<file path="src/rtl/paged_cs_pkg.sv">
`timescale 1ns/1ps
package paged_cs_pkg;
  localparam int CPU_AW = 16;

  typedef logic [CPU_AW-1:0] cpu_addr_t;

  // Kind of bus cycle in progress: code fetch and/or data access.
  typedef struct packed {
    logic code;
    logic data;
  } cyc_kind_t;

  // True when address a lies in the aligned 2**aw window containing base.
  function automatic logic win_hit(input cpu_addr_t a, input cpu_addr_t base,
                                   input int unsigned aw);
    cpu_addr_t mask;
    if (aw >= CPU_AW) mask = '0;
    else mask = ~((cpu_addr_t'(1) << aw) - cpu_addr_t'(1));
    return (a & mask) == (base & mask);
  endfunction

  // A region placed in code space answers to fetches, otherwise to data cycles.
  function automatic logic space_ok(input cyc_kind_t k, input bit in_code);
    return in_code ? k.code : k.data;
  endfunction

  // Sector number within the paged address {page, a}.
  function automatic int unsigned ext_index(input logic [7:0] page, input cpu_addr_t a,
                                            input int unsigned sect_aw);
    logic [CPU_AW+7:0] xa;
    xa = {page, a};
    return int'(xa >> sect_aw);
  endfunction
endpackage

</file>
<file path="src/rtl/paged_cs_window.sv">
`timescale 1ns/1ps
module paged_cs_window
  import paged_cs_pkg::*;
#(
  parameter logic [15:0] BASE    = 16'h0000,
  parameter int unsigned AW      = 16,
  parameter bit          IN_CODE = 1'b1
) (
  input  cpu_addr_t addr,
  input  cyc_kind_t kind,
  output logic      hit
);
  logic range_ok;
  logic kind_ok;

  assign range_ok = win_hit(addr, BASE, AW);
  assign kind_ok  = space_ok(kind, IN_CODE);
  assign hit      = range_ok && kind_ok;
endmodule

</file>
<file path="src/rtl/paged_cs_arbiter.sv">
`timescale 1ns/1ps
module paged_cs_arbiter #(
  parameter int N = 4
) (
  input  logic [N-1:0] req,
  output logic [N-1:0] gnt
);
  localparam logic [N-1:0] ONE = {{(N-1){1'b0}}, 1'b1};

  // Index 0 has the highest priority: scan from the lowest-priority end
  // so that the last request found wins.
  always_comb begin
    gnt = '0;
    for (int i = N - 1; i >= 0; i--) begin
      if (req[i]) gnt = ONE << i;
    end
  end
endmodule

</file>
<file path="src/rtl/paged_cs_onehot.sv">
`timescale 1ns/1ps
module paged_cs_onehot #(
  parameter int N  = 8,
  parameter int IW = (N > 1) ? $clog2(N) : 1
) (
  input  logic          en,
  input  logic [IW-1:0] idx,
  output logic [N-1:0]  sel
);
  for (genvar g = 0; g < N; g++) begin : g_sel
    assign sel[g] = en && (idx == IW'(g));
  end
endmodule

</file>
<file path="src/rtl/paged_cs_page_reg.sv">
`timescale 1ns/1ps
module paged_cs_page_reg #(
  parameter int W = 8
) (
  input  logic         clk,
  input  logic         rst_n,
  input  logic         wr_n,
  input  logic         wr_hit,
  input  logic [W-1:0] wdata,
  output logic [W-1:0] page,
  output logic         commit
);
  logic         wr_q;
  logic         hold_hit;
  logic [W-1:0] hold_data;

  // The strobe has just risen, and the last low sample addressed the page slot.
  assign commit = wr_n && !wr_q && hold_hit;

  always_ff @(posedge clk or negedge rst_n) begin
    if (!rst_n) begin
      wr_q      <= 1'b1;
      hold_hit  <= 1'b0;
      hold_data <= '0;
      page      <= '0;
    end else begin
      wr_q <= wr_n;
      if (!wr_n) begin
        hold_hit  <= wr_hit;
        hold_data <= wdata;
      end
      if (commit) page <= hold_data;
    end
  end
endmodule

</file>
<file path="src/rtl/paged_cs_decoder.sv">
`timescale 1ns/1ps
module paged_cs_decoder
  import paged_cs_pkg::*;
#(
  parameter int          MAIN_SECTORS = 8,
  parameter int          MAIN_SECT_AW = 15,
  parameter bit          MAIN_IN_CODE = 1'b1,
  parameter logic [15:0] BOOT_BASE    = 16'hC000,
  parameter int          BOOT_SECTORS = 4,
  parameter int          BOOT_SECT_AW = 12,
  parameter bit          BOOT_IN_CODE = 1'b1,
  parameter logic [15:0] SRAM_BASE    = 16'h6000,
  parameter int          SRAM_AW      = 13,
  parameter logic [15:0] REGS_BASE    = 16'h7F00,
  parameter logic [7:0]  PAGE_OFS     = 8'hE0
) (
  input  logic                    clk,
  input  logic                    rst_n,
  input  logic [15:0]             addr,
  input  logic                    psen_n,
  input  logic                    rd_n,
  input  logic                    wr_n,
  input  logic [7:0]              wdata,
  output logic [7:0]              rdata,
  output logic                    rdata_oe,
  output logic [MAIN_SECTORS-1:0] main_sect,
  output logic [BOOT_SECTORS-1:0] boot_sect,
  output logic                    sram_cs,
  output logic                    regs_cs
);
  localparam int PAGE_W      = 8;
  localparam int REGS_AW     = 8;
  localparam int MAIN_IDX_W  = (MAIN_SECTORS > 1) ? $clog2(MAIN_SECTORS) : 1;
  localparam int BOOT_IDX_W  = (BOOT_SECTORS > 1) ? $clog2(BOOT_SECTORS) : 1;
  localparam int BOOT_AW     = BOOT_SECT_AW + BOOT_IDX_W;
  localparam int MAIN_PG_BITS = (MAIN_IDX_W + MAIN_SECT_AW > CPU_AW)
                                ? (MAIN_IDX_W + MAIN_SECT_AW - CPU_AW) : 0;
  localparam int MAIN_PAGES  = 1 << MAIN_PG_BITS;
  localparam int N_DEV       = 4;
  localparam int G_REGS = 0;
  localparam int G_SRAM = 1;
  localparam int G_BOOT = 2;
  localparam int G_MAIN = 3;

  cyc_kind_t           kind;
  logic                regs_hit, sram_hit, boot_hit, main_win_hit;
  logic                main_page_ok, main_hit;
  logic [N_DEV-1:0]    dev_req, dev_gnt;
  logic [PAGE_W-1:0]   page_q;
  logic                page_commit;
  logic                page_slot, page_wr_hit, regs_rd;
  logic [MAIN_IDX_W-1:0] main_idx;
  logic [BOOT_IDX_W-1:0] boot_idx;

  assign kind.code = !psen_n;
  assign kind.data = !rd_n || !wr_n;

  paged_cs_window #(.BASE(REGS_BASE), .AW(REGS_AW), .IN_CODE(1'b0)) u_regs_win (
    .addr(addr), .kind(kind), .hit(regs_hit));
  paged_cs_window #(.BASE(SRAM_BASE), .AW(SRAM_AW), .IN_CODE(1'b0)) u_sram_win (
    .addr(addr), .kind(kind), .hit(sram_hit));
  paged_cs_window #(.BASE(BOOT_BASE), .AW(BOOT_AW), .IN_CODE(BOOT_IN_CODE)) u_boot_win (
    .addr(addr), .kind(kind), .hit(boot_hit));
  paged_cs_window #(.BASE(16'h0000), .AW(CPU_AW), .IN_CODE(MAIN_IN_CODE)) u_main_win (
    .addr(addr), .kind(kind), .hit(main_win_hit));

  // Pages beyond the end of the main flash select nothing.
  assign main_page_ok = int'(page_q) < MAIN_PAGES;
  assign main_hit     = main_win_hit && main_page_ok;

  assign dev_req[G_REGS] = regs_hit;
  assign dev_req[G_SRAM] = sram_hit;
  assign dev_req[G_BOOT] = boot_hit;
  assign dev_req[G_MAIN] = main_hit;

  paged_cs_arbiter #(.N(N_DEV)) u_arb (.req(dev_req), .gnt(dev_gnt));

  assign main_idx = MAIN_IDX_W'(ext_index(page_q, addr, MAIN_SECT_AW));
  assign boot_idx = BOOT_IDX_W'(ext_index(8'h00, addr, BOOT_SECT_AW));

  paged_cs_onehot #(.N(MAIN_SECTORS), .IW(MAIN_IDX_W)) u_main_dec (
    .en(dev_gnt[G_MAIN]), .idx(main_idx), .sel(main_sect));
  paged_cs_onehot #(.N(BOOT_SECTORS), .IW(BOOT_IDX_W)) u_boot_dec (
    .en(dev_gnt[G_BOOT]), .idx(boot_idx), .sel(boot_sect));

  assign sram_cs = dev_gnt[G_SRAM];
  assign regs_cs = dev_gnt[G_REGS];

  assign page_slot   = addr[REGS_AW-1:0] == PAGE_OFS;
  assign page_wr_hit = regs_cs && !wr_n && page_slot;
  assign regs_rd     = regs_cs && !rd_n;

  paged_cs_page_reg #(.W(PAGE_W)) u_page (
    .clk(clk), .rst_n(rst_n), .wr_n(wr_n), .wr_hit(page_wr_hit),
    .wdata(wdata), .page(page_q), .commit(page_commit));

  assign rdata_oe = regs_rd;
  assign rdata    = (regs_rd && page_slot) ? page_q : 8'h00;
endmodule

</file>
<file path="config.mk">
export PLATFORM = sky130hd
export DESIGN_NAME = paged_cs_decoder
export DESIGN_NICKNAME = d
export VERILOG_FILES = /design/src/rtl/paged_cs_pkg.sv /design/src/rtl/paged_cs_window.sv /design/src/rtl/paged_cs_arbiter.sv /design/src/rtl/paged_cs_onehot.sv /design/src/rtl/paged_cs_page_reg.sv /design/src/rtl/paged_cs_decoder.sv
export SDC_FILE = /design/constraint.sdc
export NUM_CORES = 1
export LEC_CHECK = 0
export ABC_AREA = 1
export CAP_MARGIN = 40
export CORE_MARGIN = 1
export CORE_UTILIZATION = 40
export CTS_CLUSTER_DIAMETER = 150
export CTS_CLUSTER_SIZE = 14
export DETAILED_ROUTE_END_ITERATION = 6
export DONT_BUFFER_PORTS = 1
export PLACE_DENSITY = 0.62
export REMOVE_ABC_BUFFERS = 1
export SYNTH_ARGS = -nofsm -noshare
export SYNTH_HDL_FRONTEND = slang
export SYNTH_SLANG_ARGS = --single-unit
</file>
<file path="constraint.sdc">
create_clock -name clk -period 2.5 [get_ports clk]
set_clock_uncertainty 0.1 [all_clocks]
set_input_delay 0.5 -clock clk [delete_from_list [all_inputs] [get_ports clk]]
set_output_delay 0.5 -clock clk [all_outputs]
set_load 0.05 [all_outputs]
</file>
Word level (Yosys, flattened, before mapping)
Index checks and enable logic that the tools add are counted.
W data, S select, Z words.

word-level totals
  bits in registers = 18
  output and inout bits = 23
  logic and storage cells = 53

cells by class
  magnitude comparators = 1
  eq/ne operators = 14
  multiplexer cells = 5
  reductions and logical operators = 29

operator list
  cell                  number
  $logic_and A1 B1 Y1   22
  $mux W4               4
  $eq A3 B3 Y1 const B  4
  $eq A3 B2 Y1 const B  3
  $eq A8 B7 Y1 const B  1
  $eq A8 B8 Y1 const B  1
  $lt A8 B3 Y1 const B  1
  $mux W8               1
  $eq A2 B2 Y1 const B  3
  $logic_not A1 Y1      4
  $eq A3 B1 Y1 const B  1
  $logic_not A3 Y1      1
  $eq A2 B1 Y1 const B  1
  $logic_not A2 Y1      1
  $logic_or A1 B1 Y1    1

Logic depth before layout (Yosys ltp)
Gate-level depths: netlist (run 1).

  word-level depth = 9
  gate-level depth with buffers = 7
  mapped depth without buffers = 5

By module
From an unflattened synthesis (run 1), not the netlist that was laid out.

unflattened totals
  cells, all modules = 164
  area total of the unflattened synthesis = 1109.8 um2

by module, submodules not included
  module                        instances  cells an instance  area an instance (um2)
  paged_cs_page_reg             1          76                 740.7
  paged_cs_decoder              1          37                 160.2
  paged_cs_onehot (u_main_dec)  1          17                 63.8
  paged_cs_window (u_regs_win)  1          9                  38.8
  paged_cs_arbiter              1          9                  37.5
  paged_cs_onehot (u_boot_dec)  1          8                  30.0
  paged_cs_window (u_sram_win)  1          4                  17.5
  paged_cs_window (u_boot_win)  1          3                  13.8
  paged_cs_window (u_main_win)  1          1                  7.5

Worst setup path after synthesis (run 1)
OpenSTA, ideal clock, no wires.

  path kind = input to output
  from = input wr_n
  to = output rdata[0]
  arrival time = 2091 ps
  required time = 1900 ps
  slack = -191 ps
  stages on the path = 6
  path buffers = 1
  path through = buf_6 -> nand2_1 -> nand2_1 -> nor2_1 -> nand3_2 -> nor3_1

on the way
  longest elaborated chain between the ends = 8
  elaborated cells between the ends (all ways) = 9

ends and longest elaborated chain
  what                     RTL line                RTL
  start, declared          paged_cs_decoder.sv:22  input logic wr_n,
  $logic_not A1 Y1 (*)     --
  $logic_or A1 B1 Y1 (*)   paged_cs_decoder.sv:56  assign kind.data = !rd_n || !wr_n;
  $logic_and A1 B1 Y1      paged_cs_window.sv:18   assign hit = range_ok && kind_ok;
  $mux W4                  paged_cs_arbiter.sv:15  if (req[i]) gnt = ONE << i;
  $mux W4 (*)              paged_cs_arbiter.sv:15
  $logic_and A1 B1 Y1 (*)  paged_cs_decoder.sv:91  assign regs_rd = regs_cs && !rd_n;
  $logic_and A1 B1 Y1 (*)  paged_cs_decoder.sv:98  assign rdata = (regs_rd && page_slot) ? page_q : 8'h00;
  $mux W8 (*)              paged_cs_decoder.sv:98
  end, declared            paged_cs_decoder.sv:24  output logic [7:0] rdata,

Every way passes the cells marked *; elsewhere a longest branch is shown, timed or not.

Final worst setup path (run 1)
  from = register u_page.page[4]
  to = output main_sect[3]

on the way
  longest elaborated chain between the ends = 7

ends and longest elaborated chain
  what                    RTL line                 RTL
  start, declared         paged_cs_page_reg.sv:10  output logic [W-1:0] page,
  start signal, assigned  paged_cs_page_reg.sv:32  if (commit) page <= hold_data;
  $lt A8 B3 Y1            paged_cs_decoder.sv:68   assign main_page_ok = int'(page_q) < MAIN_PAGES;
  $logic_and A1 B1 Y1     paged_cs_decoder.sv:69   assign main_hit = main_win_hit && main_page_ok;
  $mux W4 (4 in series)   paged_cs_arbiter.sv:15
  $logic_and A1 B1 Y1     paged_cs_onehot.sv:11    assign sel[g] = en && (idx == IW'(g));
  end, declared           paged_cs_decoder.sv:26   output logic [MAIN_SECTORS-1:0] main_sect,

No other way between the ends.

==> results.cfg, run 1 <==
[routing]
routed_wl_um = 2209
routedWlPerCell_um = 11.63
drc_errors = 0
top_layer_used = met4
firstDrtPassIters = 4
routed_via_density = 4.874
m1WireLength_um = 1046
ant_nets = 0
vias = 926
drtIter0Drc = 14
wl_met3_um = 156
wl_met2_um = 972

[pwr]
p_per_area_nw_per_um2 = 411.7
leakage_nw = 0.6369
total_power_mw = 0.5053
irDropWorstVdd_v = 0.0002962

[worst_setup_path]
path_class = flop to output port
r2r-end = u_page.page[5]$_DFFE_PN0P_
start_kind = flop
cp-end-kind = output port
cp.required_ns = 1.90
r2r_start = u_page.wr_q$_DFF_PN1_
rrSetupSlack_ns = 1.00
r2r_cells = 3
worstPathArrival_ns = 1.54
crit_fanout = 3

[hold_path]
min_to = u_page.wr_q$_DFF_PN1_
whs_path_depth = 0
worstHoldStart = wr_n
min_path_type = input port to flop

[global_routing]
overflow = 0
grt_usage_pct = 17.72
grt_pass1_wl_um = 3505
antenna_found_initial = 0
grt_max_degree = 19
grt_pass1_vias = 852

[sta]
tightest_slew_ns = 0.7767
rsz0062_at_grt = no
fmax_mhz = 466.5
min_period_ns = 2.143
max-slew-margin-rel_pct = 48.05
setup_slack_ns = 0.3565
setup_tns_ns = 0
slew_violations = 0
hold_violations = 0
fin_crit_sh_pct = 85.74
holdWs_ns = 0.09442
setup_violations = 0

[clock_network]
cts_resized = 0
cts.sinks = 18
cts_tree = built
cts_buffers = 3
clockBufferDepth = 2
clkSlewWorstSetupHoldPaths_ns = 0.10
post-cts-setup-buffers = 0
clockRootBuffer = clkbuf_4
htreeDepth = 1
clock_latency_ns = 0.29

[layout]
nets = 192
drive_gt1_share_pct = 24.69
final_cell_mix = nand2_1 (41), nor2_1 (25), buf_4 (21)
multi_input_area_um2 = 475.5
area_delta_synth_final_pct = 21.26
fill_cells = 237
final_cell_area_um2 = 1227
layout_commonest_cell = nand2_1
diodes = 0
seq_area_um2 = 451.7

[synthesis]
syn_area_um2 = 1012
yosys.area.top_type = dfrtp_1
ys_warn_count = 0
synth_cell_type_count = 18
synth_top_cell_area_share_pct = 42.03
synthTopCellsByArea = dfrtp_1 (42%), nand2_1 (15%), nor2_1 (9.3%), inv_1 (6.7%), a21oi_2 (6.1%)
ys_seq_area_share_pct = 44.62
synth-seq-cells = 18
synthCells = 139
avgSynthCellArea_um2 = 7.282

[floorplan]
rows = 17
die_w_um = 52.31
io_pins = 52
design.core.area_um2 = 2297
start_util_pct = 44.06
die_height_um = 52.31
dieArea_um2 = 2736

[place]
dpl-instance-area_um2 = 1191
pre_cts_slack_ns = 0.3970
io_buffers = 0
gp_congestion = 0.7481
hpwl_um = 1722

[outcome]
status = completed

[flow_run]
cap_violations = 0
==> area by class of cell <==
cell class	count	area share, %
Multi-Input combinational cell	99	38.74
Tap cell	28	2.854
Sequential cell	18	36.80
Inverter	19	5.810
Timing Repair Buffer	22	13.66
Clock buffer	4	2.141
==> what timing repair did <==
item                                    4_1_cts  5_1_grt
endpoints found under the setup margin        0        0
hold buffers                                  1        0
endpoints found under the hold margin        18        0
==> layer usage <==
layer	GRT usage, %	vias to the layer above
met5	0	-
li1	-	474
met1	21.17	407
met3	2.319	4
met2	30.59	41
met4	9.211	0
==> through the flow <==
stage	std cells	utilization [%]
5_1_grt	190	53.43
2_1_floorplan	136	-
4_1_cts	190	53.43
6_report	190	53.43
3_3_place_gp	185	51.85
3_5_place_dp	185	51.85
==> cells by family after synthesis <==
group / Yosys count / synth area share (%)
AO/OA/AOI/OAI: 10 / 7.911
buffers and inverters: 22 / 10.38
flip-flops: 18 / 44.62
AND/OR/NAND/NOR: 89 / 37.08
==> synth_stat cells <==
cell type,n
nand3_1,4
clkinv_1,1
nor2_2,1
inv_1,18
nor2_1,25
dfstp_2,1
and2_0,1
nand4_1,2
dfrtp_1,17
nand3_2,1
nor3_1,12
a21oi_2,7
nand2_1,41
nand2_2,1
buf_6,3
o21ai_0,2
o21ai_2,1
or2_1,1
==> worst max-delay path by stage <==
stage	start	end	slack, ns	cells after the start
finish	u_page.page[4]$_DFFE_PN0P_	main_sect[3]	0.36	6
global route	u_page.page[7]$_DFFE_PN0P_	main_sect[3]	0.26	6
CTS	u_page.page[6]$_DFFE_PN0P_	main_sect[7]	0.35	6
detailed placement	addr[9]	rdata[5]	0.40	5
global placement	addr[3]	rdata[5]	0.44	5
floorplan	addr[9]	rdata[0]	-0.08	4
==> report_power, final <==
part	switching [mW]	internal, mW	total (mW)
sequential	0.00583	0.304	0.310
combinational	0.0299	0.0136	0.0435
clock	0.0900	0.0621	0.152
==> registers in the layout, summed over array words and instances (netlist names) <==
| name | flops |
|---|---|
| u_page.hold_data | 8 |
| u_page.page | 8 |
| u_page.hold_hit | 1 |
| u_page.wr_q | 1 |
==> worst max-delay path: stages (launching register included) <==
cell and delay [ns]:
dfrtp_1 0.37, inv_1 0.11, nand3_1 0.11, nor2_1 0.16
nand4_1 0.16, nor2_1 0.13, buf_4 0.21
Power figures use the tool's default switching activity.
==> run 2: changes to the inputs <==
Settings changed: CORE_UTILIZATION 40 to 50, PLACE_DENSITY 0.62 to not set, PLACE_DENSITY_LB_ADDON set to 0.2.
==> run 2 against run 1 <==
Compared with the run above: first-iteration DRC count shrank 36%; flip-flop and latch count unchanged; die area fell by 19%; largest cell class unchanged; highest routed layer unchanged.
==> results.cfg, run 2 (synthesized netlist as in run 1, its figures left out) <==
[global_routing]
grt_pass1_vias = 840
grt_max_degree = 19
antenna_found_initial = 0
grt_pass1_wl_um = 3450
overflow = 0
grt_usage_pct = 22.72

[hold_path]
worstHoldStart = wr_n
whs_path_depth = 0
min_path_type = input port to flop
min_to = u_page.wr_q$_DFF_PN1_

[sta]
max-slew-margin-rel_pct = 47.46
setup_slack_ns = 0.3528
tightest_slew_ns = 0.7855
hold_violations = 0
slew_violations = 0
fin_crit_sh_pct = 85.89
setup_violations = 0
fmax_mhz = 465.7
min_period_ns = 2.147
rsz0062_at_grt = no

[layout]
largestRegisters = u_page.hold_data: 8 flops, u_page.page: 8 flops
area_delta_synth_final_pct = 19.41
instances_no_fill = 187
diodes = 0
multi_input_area_um2 = 460.4
drive_gt1_share_pct = 22.84
layout_commonest_cell = nand2_1
final_cell_mix = nand2_1 (41), nor2_1 (25), buf_4 (21)
nets = 192
fill_cells = 158
seq_area_um2 = 451.7

[worst_setup_path]
crit_fanout = 3
max_stage_delay_ns = 0.38
start_kind = flop
r2r_cells = 3
r2r-end = u_page.page[1]$_DFFE_PN0P_
path_class = flop to output port
path_common_cell = nor2_1
cp_cell_sequence = inv_1 -> nand2_1 -> nor2_1 -> nand4_1 -> nor2_1 -> buf_4
cp-end-kind = output port
worstPathArrival_ns = 1.55
rrSetupSlack_ns = 1.01
cp.required_ns = 1.90
r2r_start = u_page.wr_q$_DFF_PN1_
crit_slowest_cell = dfrtp_1

[floorplan]
rows = 15
io_pins = 52
design.core.area_um2 = 1802
start_util_pct = 56.18
die_w_um = 47.00
die_height_um = 47.00
dieArea_um2 = 2209

[pwr]
total_power_mw = 0.5006
p_per_area_nw_per_um2 = 414.2
irDropWorstVdd_v = 0.0004426
leakage_nw = 0.6365

[routing]
vias = 957
drc_errors = 0
routedWlPerCell_um = 11.97
routed_via_density = 5.118
drtIter0Drc = 9
firstDrtPassIters = 4
routed_wl_um = 2239
ant_nets = 0

[clock_network]
clkSlewWorstSetupHoldPaths_ns = 0.10
htreeDepth = 1
post-cts-setup-buffers = 0
holdBufCountCts = 1
cts.sinks = 18
clock_latency_ns = 0.29
clockRootBuffer = clkbuf_4
clockBufferDepth = 2
cts_tree = built
cts_resized = 0
cts_buffers = 3

[place]
pre_cts_slack_ns = 0.4108
hpwl_um = 1754
gp_congestion = 0.7264
io_buffers = 0
placed_cells = 182

[outcome]
status = completed

[flow_run]
cap_violations = 0
[run 2: changes by cell type in the layout (fill, tap and decap cells not counted)]
cell / change
nor3_2: -3
nor3_1: +3
[run 2: worst max path at each step]
stage / startpoint / end / slack (ns) / depth (start not counted)
finish: u_page.page[6]$_DFFE_PN0P_ / main_sect[1] / 0.35 / 6
global route: u_page.page[4]$_DFFE_PN0P_ / main_sect[1] / 0.20 / 6
CTS: u_page.page[4]$_DFFE_PN0P_ / main_sect[1] / 0.35 / 6
detailed placement: addr[9] / rdata[0] / 0.41 / 5
global placement: addr[9] / rdata[7] / 0.46 / 5
floorplan: addr[9] / rdata[0] / -0.08 / 4
[run 2: cell type report]
cell class	instances	area share, %
Tap cell	25	2.588
Sequential cell	18	37.37
Clock buffer	4	2.174
Multi-Input combinational cell	99	38.10
Inverter	19	5.901
Timing Repair Buffer	22	13.87
[run 2: layer usage]
| layer | routed length [um] | GRT usage, % | up-vias |
|---|---|---|---|
| met2 | 1079 | 40.00 | 40 |
| li1 | - | - | 482 |
| met4 | 34 | 9.143 | 0 |
| met1 | 969 | 27.86 | 431 |
| met5 | 0 | 0 | - |
| met3 | 156 | 3.462 | 4 |
[run 2: critical path, delay by kind of cell (launching register included)]
family | cells | cell delay (ns)
buffers and inverters | 2 | 0.32
flip-flops | 1 | 0.38
AND/OR/NAND/NOR | 4 | 0.56
[run 2: through the flow]
stage	hold WS (ns)	utilization, %	setup TNS, ns	instance area, um^2
floorplan	0.1044	-	-0.6179	978.4
global placement	0.1049	65.07	0	1172
detailed placement	0.1047	65.07	0	1172
CTS	0.09352	67.08	0	1209
global route	0.08900	67.08	0	1209
finish	0.1016	67.08	0	1209
[run 2: power by group]
group	leakage [nW]	switching [mW]	internal, mW
sequential	0.197	0.00624	0.304
clock	0.0150	0.0851	0.0621
combinational	0.424	0.0297	0.0136
total	0.637	0.121	0.380
